`config.mk`:
```
export PLATFORM = sky130hd
export DESIGN_NAME = serial_cfg_loader
export DESIGN_NICKNAME = d
export VERILOG_FILES = /design/src/rtl/cfg_pkg.sv /design/src/rtl/cfg_sync.sv /design/src/rtl/cfg_shreg.sv /design/src/rtl/cfg_hold.sv /design/src/rtl/serial_cfg_loader.sv
export SDC_FILE = /design/constraint.sdc
export NUM_CORES = 1
export LEC_CHECK = 0
export ABC_AREA = 1
export BUFFER_PORTS_ARGS = -buffer_cell sky130_fd_sc_hd__buf_2
export CAP_MARGIN = 0
export CORE_UTILIZATION = 58
export CTS_CLUSTER_SIZE = 25
export DETAILED_ROUTE_END_ITERATION = 10
export HOLD_SLACK_MARGIN = 0.03
export MAX_ROUTING_LAYER = met4
export PLACE_DENSITY = 0.84
export SLEW_MARGIN = 20
export SYNTH_ARGS = -nofsm -noshare
export SYNTH_HDL_FRONTEND = slang
export SYNTH_SLANG_ARGS = --single-unit
export TNS_END_PERCENT = 20
```
`constraint.sdc`:
```
create_clock -name clk -period 1.9 [get_ports clk]
set_input_delay 0.095 -clock clk [delete_from_list [all_inputs] [get_ports clk]]
set_output_delay 0.095 -clock clk [all_outputs]
set_load 0.02 [all_outputs]
```
`src/rtl/cfg_pkg.sv`:
```
package cfg_pkg;
   // width of the destination selector at the bottom of every frame
   localparam int CTL_W = 2;

   // selector code: upper bit picks the register kind, lower bit the channel
   function automatic logic [CTL_W-1:0] dest_code(input logic kind_div, input logic chan);
      return {kind_div, chan};
   endfunction
endpackage

```
`src/rtl/cfg_sync.sv`:
```
module cfg_sync #(
   parameter int STAGES = 2,
   parameter int W      = 1
) (
   input  logic         clk,
   input  logic         rst_n,
   input  logic [W-1:0] in_i,
   output logic [W-1:0] out_o
);
   if (STAGES < 2) begin : g_bad_stages
      $error("cfg_sync: STAGES must be at least 2");
   end

   logic [STAGES-1:0][W-1:0] pipe_q;

   always_ff @(posedge clk or negedge rst_n) begin
      if (!rst_n) pipe_q <= '0;
      else        pipe_q <= {pipe_q[STAGES-2:0], in_i};
   end

   assign out_o = pipe_q[STAGES-1];
endmodule

```
`src/rtl/cfg_shreg.sv`:
```
module cfg_shreg #(
   parameter int W = 20
) (
   input  logic         clk,
   input  logic         rst_n,
   input  logic         step_i,
   input  logic         bit_i,
   output logic [W-1:0] word_o
);
   if (W < 2) begin : g_bad_width
      $error("cfg_shreg: W must be at least 2");
   end

   always_ff @(posedge clk or negedge rst_n) begin
      if (!rst_n)      word_o <= '0;
      else if (step_i) word_o <= {word_o[W-2:0], bit_i};
   end
endmodule

```
`src/rtl/cfg_hold.sv`:
```
module cfg_hold #(
   parameter int W = 17
) (
   input  logic         clk,
   input  logic         rst_n,
   input  logic         ld_i,
   input  logic [W-1:0] d_i,
   output logic [W-1:0] q_o,
   output logic         upd_o
);
   always_ff @(posedge clk or negedge rst_n) begin
      if (!rst_n) begin
         q_o   <= '0;
         upd_o <= 1'b0;
      end else begin
         upd_o <= ld_i;
         if (ld_i) q_o <= d_i;
      end
   end
endmodule

```
`src/rtl/serial_cfg_loader.sv`:
```
module serial_cfg_loader
   import cfg_pkg::*;
#(
   parameter int SYNC_STAGES = 2,
   parameter int FRAME_W     = 23,
   parameter int TEST_W      = 2,
   parameter int REF_W       = 14,
   parameter int SWAL_W      = 7,
   parameter int MAIN_W      = 11
) (
   input  logic                          clk,
   input  logic                          rst_n,
   input  logic                          ser_dat_i,
   input  logic                          ser_sck_i,
   input  logic                          ser_ld_i,
   output logic [1:0][REF_W-1:0]         ref_ratio_o,
   output logic [1:0]                    ref_cp_sel_o,
   output logic [1:0][TEST_W-1:0]        ref_test_o,
   output logic [1:0]                    ref_upd_o,
   output logic [1:0][MAIN_W-1:0]        div_main_o,
   output logic [1:0][SWAL_W-1:0]        div_swal_o,
   output logic [1:0]                    div_upd_o
);
   // reference frame payload: test, ratio, charge-pump select
   localparam int REF_END = CTL_W + TEST_W + REF_W + 1;
   localparam int REF_PW  = REF_END - CTL_W;
   // main/swallow frame payload: swallow then main
   localparam int DIV_END = CTL_W + SWAL_W + MAIN_W;
   localparam int DIV_PW  = DIV_END - CTL_W;
   // bits above the highest decoded field are never read, so they are not stored
   localparam int KEEP_W  = (REF_END > DIV_END) ? REF_END : DIV_END;

   if (KEEP_W > FRAME_W) begin : g_bad_frame
      $error("serial_cfg_loader: fields exceed FRAME_W");
   end

   // ---------------- input synchronization and edge detection
   logic [2:0] lines_s;
   logic [1:0] prev_q;
   logic       sck_rise, ld_rise;

   cfg_sync #(.STAGES(SYNC_STAGES), .W(3)) u_sync (
      .clk   (clk),
      .rst_n (rst_n),
      .in_i  ({ser_ld_i, ser_sck_i, ser_dat_i}),
      .out_o (lines_s)
   );

   always_ff @(posedge clk or negedge rst_n) begin
      if (!rst_n) prev_q <= '0;
      else        prev_q <= lines_s[2:1];
   end

   assign sck_rise = lines_s[1] & ~prev_q[0];
   assign ld_rise  = lines_s[2] & ~prev_q[1];

   // ---------------- shift register
   logic [KEEP_W-1:0] sh_q;

   cfg_shreg #(.W(KEEP_W)) u_shreg (
      .clk    (clk),
      .rst_n  (rst_n),
      .step_i (sck_rise),
      .bit_i  (lines_s[0]),
      .word_o (sh_q)
   );

   // ---------------- per-channel destination registers
   for (genvar ch = 0; ch < 2; ch++) begin : g_chan
      logic              ref_ld, div_ld;
      logic [REF_PW-1:0] ref_q;
      logic [DIV_PW-1:0] div_q;

      assign ref_ld = ld_rise && (sh_q[CTL_W-1:0] == dest_code(1'b0, 1'(ch)));
      assign div_ld = ld_rise && (sh_q[CTL_W-1:0] == dest_code(1'b1, 1'(ch)));

      cfg_hold #(.W(REF_PW)) u_ref (
         .clk   (clk),
         .rst_n (rst_n),
         .ld_i  (ref_ld),
         .d_i   (sh_q[REF_END-1:CTL_W]),
         .q_o   (ref_q),
         .upd_o (ref_upd_o[ch])
      );

      cfg_hold #(.W(DIV_PW)) u_div (
         .clk   (clk),
         .rst_n (rst_n),
         .ld_i  (div_ld),
         .d_i   (sh_q[DIV_END-1:CTL_W]),
         .q_o   (div_q),
         .upd_o (div_upd_o[ch])
      );

      assign ref_test_o[ch]   = ref_q[TEST_W-1:0];
      assign ref_ratio_o[ch]  = ref_q[TEST_W +: REF_W];
      assign ref_cp_sel_o[ch] = ref_q[TEST_W + REF_W];
      assign div_swal_o[ch]   = div_q[SWAL_W-1:0];
      assign div_main_o[ch]   = div_q[SWAL_W +: MAIN_W];
   end
endmodule

```
==> results of run 1 <==
cell type report:
class                           instances  area [sq um]
Clock inverter                          1          5.00
Multi-Input combinational cell        275          1180
Timing Repair Buffer                   90           505
Sequential cell                       102          2550
Tap cell                               77          96.3
Clock buffer                           14           163
Inverter                               11          41.3
Fill cell                             505          1920
where the power goes:
part           internal [uW]  switching [uW]
clock                    542             665
sequential              2700             404
combinational            554            1160
total                   3800            2230
repair_timing:
item                       4_1_cts  5_1_grt
setup endpoints to repair        0        0
gates resized for setup          0        0
hold endpoints to repair        40        0
hold buffers                     4        0
stage by stage:
step	total power, uW	hold WS [ns]
5_1_grt	6340	0.297
4_1_cts	6060	0.252
2_1_floorplan	4160	-0.201
6_report	6020	0.248
3_3_place_gp	4800	0.0888
3_5_place_dp	4860	0.0920
logic make-up (layout without fill, tap and decap cells):
| kind of cell | Yosys count | in the layout |
|---|---|---|
| DFF | 102 | 102 |
| buffers and inverters | 33 | 116 |
| and+or+nand+nor | 268 | 268 |
| AOI/OAI and AO/OA | 7 | 7 |
critical path: stages, from the launching register on:
cell,delay (ns)
dfrtp_1,0.63
nand2_1,0.57
o21ai_0,0.34
flip-flops by register name, summed over array words and instances (netlist names):
name                cells
g_chan.u_div.upd_o      2
g_chan.u_ref.q_o       34
prev_q                  2
g_chan.u_div.q_o       36
u_shreg.word_o         20
u_sync.out_o            3
g_chan.u_ref.upd_o      2
u_sync.pipe_q           3
cells in the final DEF (no fill, tap or decap):
master / instances
clkbuf_8: 11
dlygate4sd3_1: 4
clkinv_2: 1
nand2_2: 1
nand2_1: 191
buf_4: 8
nand2_4: 3
nand3_1: 65
a21oi_1: 3
clkbuf_1: 3
buf_12: 1
buf_2: 77
nor2_1: 3
nor2_4: 4
inv_2: 1
nor2_2: 1
inv_1: 10
dfrtp_1: 102
o21ai_0: 4
worst max path at each step:
stage | startpoint | end | cells past startpoint | slack (ns)
4_1_cts | u_sync.out_o[1] | u_shreg.word_o[19] | 2 | 0.29
3_3_place_gp | u_sync.out_o[1] | u_shreg.word_o[18] | 3 | 0.36
6_report | u_sync.out_o[1] | u_shreg.word_o[19] | 2 | 0.26
2_1_floorplan | u_shreg.word_o[1] | g_chan[0].u_ref.q_o[10] | 5 | 0.69
5_1_grt | u_sync.out_o[1] | u_shreg.word_o[1] | 2 | 0.05
3_5_place_dp | u_sync.out_o[1] | u_shreg.word_o[2] | 2 | 0.31
metal layers:
layer	vias to the layer above	part of all wire
met4	0	0.016
met1	1451	0.45
met2	90	0.49
met5	-	0
li1	1446	-
met3	15	0.043
==> results.toml, run 1 <==
[outcome]
status = "finished, violations left"
violations = "design-rule violations"

[synthesis]
yosys.area.top_type = "dfrtp_1"
async_flop_share = 1.00
avgSynthCellArea_sq_um = 9.57
synth_top_family_by_area = "simple AND/OR/NAND/NOR gates"
synthAdderAreaFrac = 0
synth_flop_cell = "dfrtp_1"
yosys_register_bits = 102
ys.warnings.count = 0
netlist.area_leader.share = 0.650
yosysMostFrequentCell = "nand2_1"
synth-compound-area-share = 0.00893
yosys.area_share.xor_xnor = 0
yosys-top-cells-area = "dfrtp_1 65%, nand2_1 18%, nand3_1 8.3%"
synth_cells = 410
synth_common_cells = "191 x nand2_1, 102 x dfrtp_1, 65 x nand3_1"
synth_mux_area_frac = 0
syn-num-nets = 415
synth_area_sq_um = 3930
synthSimpleGateAreaFrac = 0.290
synth.distinct_cells = 16
synth_edf_count = 0
synth-seq-area-share = 0.650

[place]
dp.cells = 551
gp_congestion = 0.785
post_dp_cell_area_sq_um = 4340
io_buffers = 78
pre_cts_slack_ns = 0.314
hpwlAfterDp_um = 5500

[die]
chipWidth_um = 84.3
die_y_um = 84.3
rows = 29
io_pins = 79
dieArea_sq_um = 7100
fp.coreArea_sq_um = 6460
initial_utilization = 0.608

[finish]
final_cell_area_sq_um = 4540
synthToLayoutAreaGrowth_pct = 15.7
final_nets = 494
num_antenna_cells = 0
fin_cells = 570
utilization = 0.703
drive_gt1_frac = 0.219

[worst_setup_path]
critPathMaxFanout = 27
required_ns = 2.15
rr_worst_depth = 2
reg2reg_from = "u_sync.out_o[1]"
worst_ep_arrival_time_ns = 1.89
endpoint_kind = "flop"
cp-start-kind = "flop"
crit_type = "reg -> reg"
r2r_slack_ns = 0.26
rr_endpoint = "u_shreg.word_o[19]"

[global_routing]
grt_antenna_before_repair = 0
grt.busiest_layer = "met2"
grt_use_met2 = 0.407
grt_max_degree = 44
use_met1 = 0.336
grtUsageTotal = 0.254
grtUsageMet3 = 0.0403
grt_pass1_wl_um = 13600
grt-ovfl-total = 0
grt_pass1_vias = 2845

[clocking]
post_cts_buffers = 0
clockBufferDepth = 2
clkSlewWorstSetupHoldPaths_ns = 0.09
cts_root_buffer = "clkbuf_8"
htree_levels = 3
cts.sinks = 102
tritoncts = "done"
cts_made_buffers = 9
insertion_delay_ns = 0.35

[timing]
setup_slack_ns = 0.261
fmax_mhz = 610
period_share = 0.863
finalMaxSlewViolations = 0
setup_tns_ns = 0
final-setup-viol-count = 0
worstMarginPinSlew_ns = 0.751
min_period_ns = 1.64
clock_skew_ns = 0.00629
max_slew_margin = 0.498
rsz0062_at_grt = "false"
hold_violations = 0

[drt]
drt-total-wl_um = 8110
firstDrtPassIters = 8
drcViolationCount = 19
vias_per_cell = 5.27
drt_iter0_drc = 214
num_vias = 3002
routedWlPerCell_um = 14.2
drt.antenna.violating_nets = 0

[power_and_ir_drop]
leakage_uw = 0.00272
peakVddDrop_v = 0.000707
p_per_area_nw_per_um2 = 1330

[job]
drv_cap = 0

[worst_hold_path]
hold_class = "in -> async"
No activity file was read; power rests on OpenSTA's default activity.
==> run 2, diff against run 1 <==
--- a/config.mk
+++ b/config.mk
@@ -8,12 +8,13 @@
 export ABC_AREA = 1
 export BUFFER_PORTS_ARGS = -buffer_cell sky130_fd_sc_hd__buf_2
 export CAP_MARGIN = 0
-export CORE_UTILIZATION = 58
+export CORE_UTILIZATION = 60
+export CTS_BUF_LIST = sky130_fd_sc_hd__clkbuf_2
 export CTS_CLUSTER_SIZE = 25
 export DETAILED_ROUTE_END_ITERATION = 10
 export HOLD_SLACK_MARGIN = 0.03
 export MAX_ROUTING_LAYER = met4
-export PLACE_DENSITY = 0.84
+export PLACE_DENSITY = 0.86
 export SLEW_MARGIN = 20
 export SYNTH_ARGS = -nofsm -noshare
 export SYNTH_HDL_FRONTEND = slang
==> results.toml, run 2 (synthesis gave the netlist of run 1 again) <==
[outcome]
status = "completed"

[global_routing]
grtUsageTotal = 0.271
grt_pass1_wl_um = 14300
grt-ovfl-total = 0
grt_max_degree = 35
grt_pass1_vias = 2973
grt_antenna_before_repair = 0

[drt]
vias_per_cell = 5.37
wl_met2_um = 4170
drcViolationCount = 0
routedWlPerCell_um = 14.9
firstDrtPassIters = 5
wirelength_met1_um = 3710
drt-total-wl_um = 8500
wl_met3_um = 420
drt_iter0_drc = 295
drt.antenna.violating_nets = 0
num_vias = 3072
highest_layer = "met4"

[worst_setup_path]
required_ns = 2.32
endpoint_kind = "flop"
cp_cell_sequence = "nand2_1 > nand2_1 > o21ai_0"
critPathMaxFanout = 27
rr_worst_depth = 3
max_stage_delay_ns = 0.65
crit_top_cell = "nand2_1"
r2r_slack_ns = 0.23
crit_type = "reg -> reg"
worst_ep_arrival_time_ns = 2.09
cpMaxStageDelayCell = "dfrtp_1"
cp-start-kind = "flop"
reg2reg_from = "u_sync.out_o[1]"
rr_endpoint = "u_shreg.word_o[1]"

[timing]
fmax_mhz = 599
worstMarginPinSlew_ns = 0.778
finalMaxSlewViolations = 0
timing.hold.ws_ns = 0.0785
max_slew_margin = 0.480
final-setup-viol-count = 0
hold_violations = 0
clock_skew_ns = 0.0188
setup_tns_ns = 0
period_share = 0.879
min_period_ns = 1.67
rsz0062_at_grt = "false"

[die]
rows = 29
dieArea_sq_um = 6870
fp.coreArea_sq_um = 6350
die_y_um = 82.9
initial_utilization = 0.618
chipWidth_um = 82.9
io_pins = 79

[place]
hpwlAfterDp_um = 5590
gp_congestion = 0.799
io_buffers = 78

[clocking]
insertion_delay_ns = 0.55
cts_made_buffers = 9
tritoncts = "done"
cts.sinks = 102
htree_levels = 3
clkSlewWorstSetupHoldPaths_ns = 0.25
post_cts_buffers = 0
cts_root_buffer = "clkbuf_2"
clockBufferDepth = 2

[finish]
num_antenna_cells = 0
drive_gt1_frac = 0.224
final_nets = 495
top_register = "g_chan.u_div.q_o"
final_cell_mix = "191 x nand2_1, 102 x dfrtp_1, 77 x buf_2"
largest_reg_flops = 36
synthToLayoutAreaGrowth_pct = 16.0
largest_registers = "g_chan.u_div.q_o: 36 flops, g_chan.u_ref.q_o: 34 flops, u_shreg.word_o: 20 flops"
final_common_cell = "nand2_1"

[power_and_ir_drop]
peakVddDrop_v = 0.000878
clockPowerShare = 0.205
p_int_uw = 3810
comb_power_share = 0.282
p_per_area_nw_per_um2 = 1330
p_seq_frac = 0.513
leakage_uw = 0.00272
sw_frac_of_total = 0.373
p_sw_uw = 2260

[job]
drv_cap = 0

[worst_hold_path]
hold_class = "in -> async"
## run 2: area by class of cell
type	count	area, sq um
sequential	102	2550
timing repair buffer	91	526
fill	478	1800
inverter	11	41.3
clock inverter	7	113
multi-input combinational	275	1180
tap	77	96.3
clock buffer	9	45.0
## run 2: power by group through the flow
stage	Sequential [uW]	Clock (uW)	Combinational, uW
floorplan	3620	0	546
finish	3120	1240	1720
detailed placement	3150	0	1720
global placement	3130	0	1660
CTS	3110	1260	1740
global route	3170	1340	1880
## run 2: how the worst max path moves through the flow
stage                            from                      end  slack [ns]  cells after the start
finish                u_sync.out_o[1]        u_shreg.word_o[1]        0.23                      3
global route          u_sync.out_o[1]        u_shreg.word_o[1]        0.05                      3
floorplan           u_shreg.word_o[1]  g_chan[0].u_ref.q_o[10]        0.69                      5
global placement      u_sync.out_o[1]        u_shreg.word_o[0]        0.38                      3
CTS                   u_sync.out_o[1]        u_shreg.word_o[1]        0.24                      3
detailed placement    u_sync.out_o[1]        u_shreg.word_o[1]        0.27                      3
## run 2: worst max-delay path, delay by kind of cell (launching register included)
family / cells / cell delay (ns)
AO/OA/AOI/OAI: 1 / 0.11
flip-flops: 1 / 0.65
AND/OR/NAND/NOR: 2 / 0.80
## run 2: per-layer routing
| layer | GRT usage | vias to the layer above |
|---|---|---|
| li1 | - | 1449 |
| met1 | 0.361 | 1503 |
| met2 | 0.419 | 103 |
| met3 | 0.0457 | 17 |
| met4 | 0.118 | 0 |
| met5 | - | - |
## run 2: per-stage QoR
step                      power [uW]  setup slack (ns)  area, sq um  instances  utilization
after floorplan                 4160             0.687         3930        410            -
after global placement          4800             0.376         4340        551        0.683
after detailed placement        4870             0.268         4340        551        0.683
final                           6070             0.231         4550        572        0.717
after global routing            6390            0.0503         4550        572        0.717
after CTS                       6110             0.241         4550        572        0.717
## run 2: repair_timing
action,4_1_cts,5_1_grt
gates resized for setup,0,0
hold buffers,5,0
hold endpoints to repair,105,0
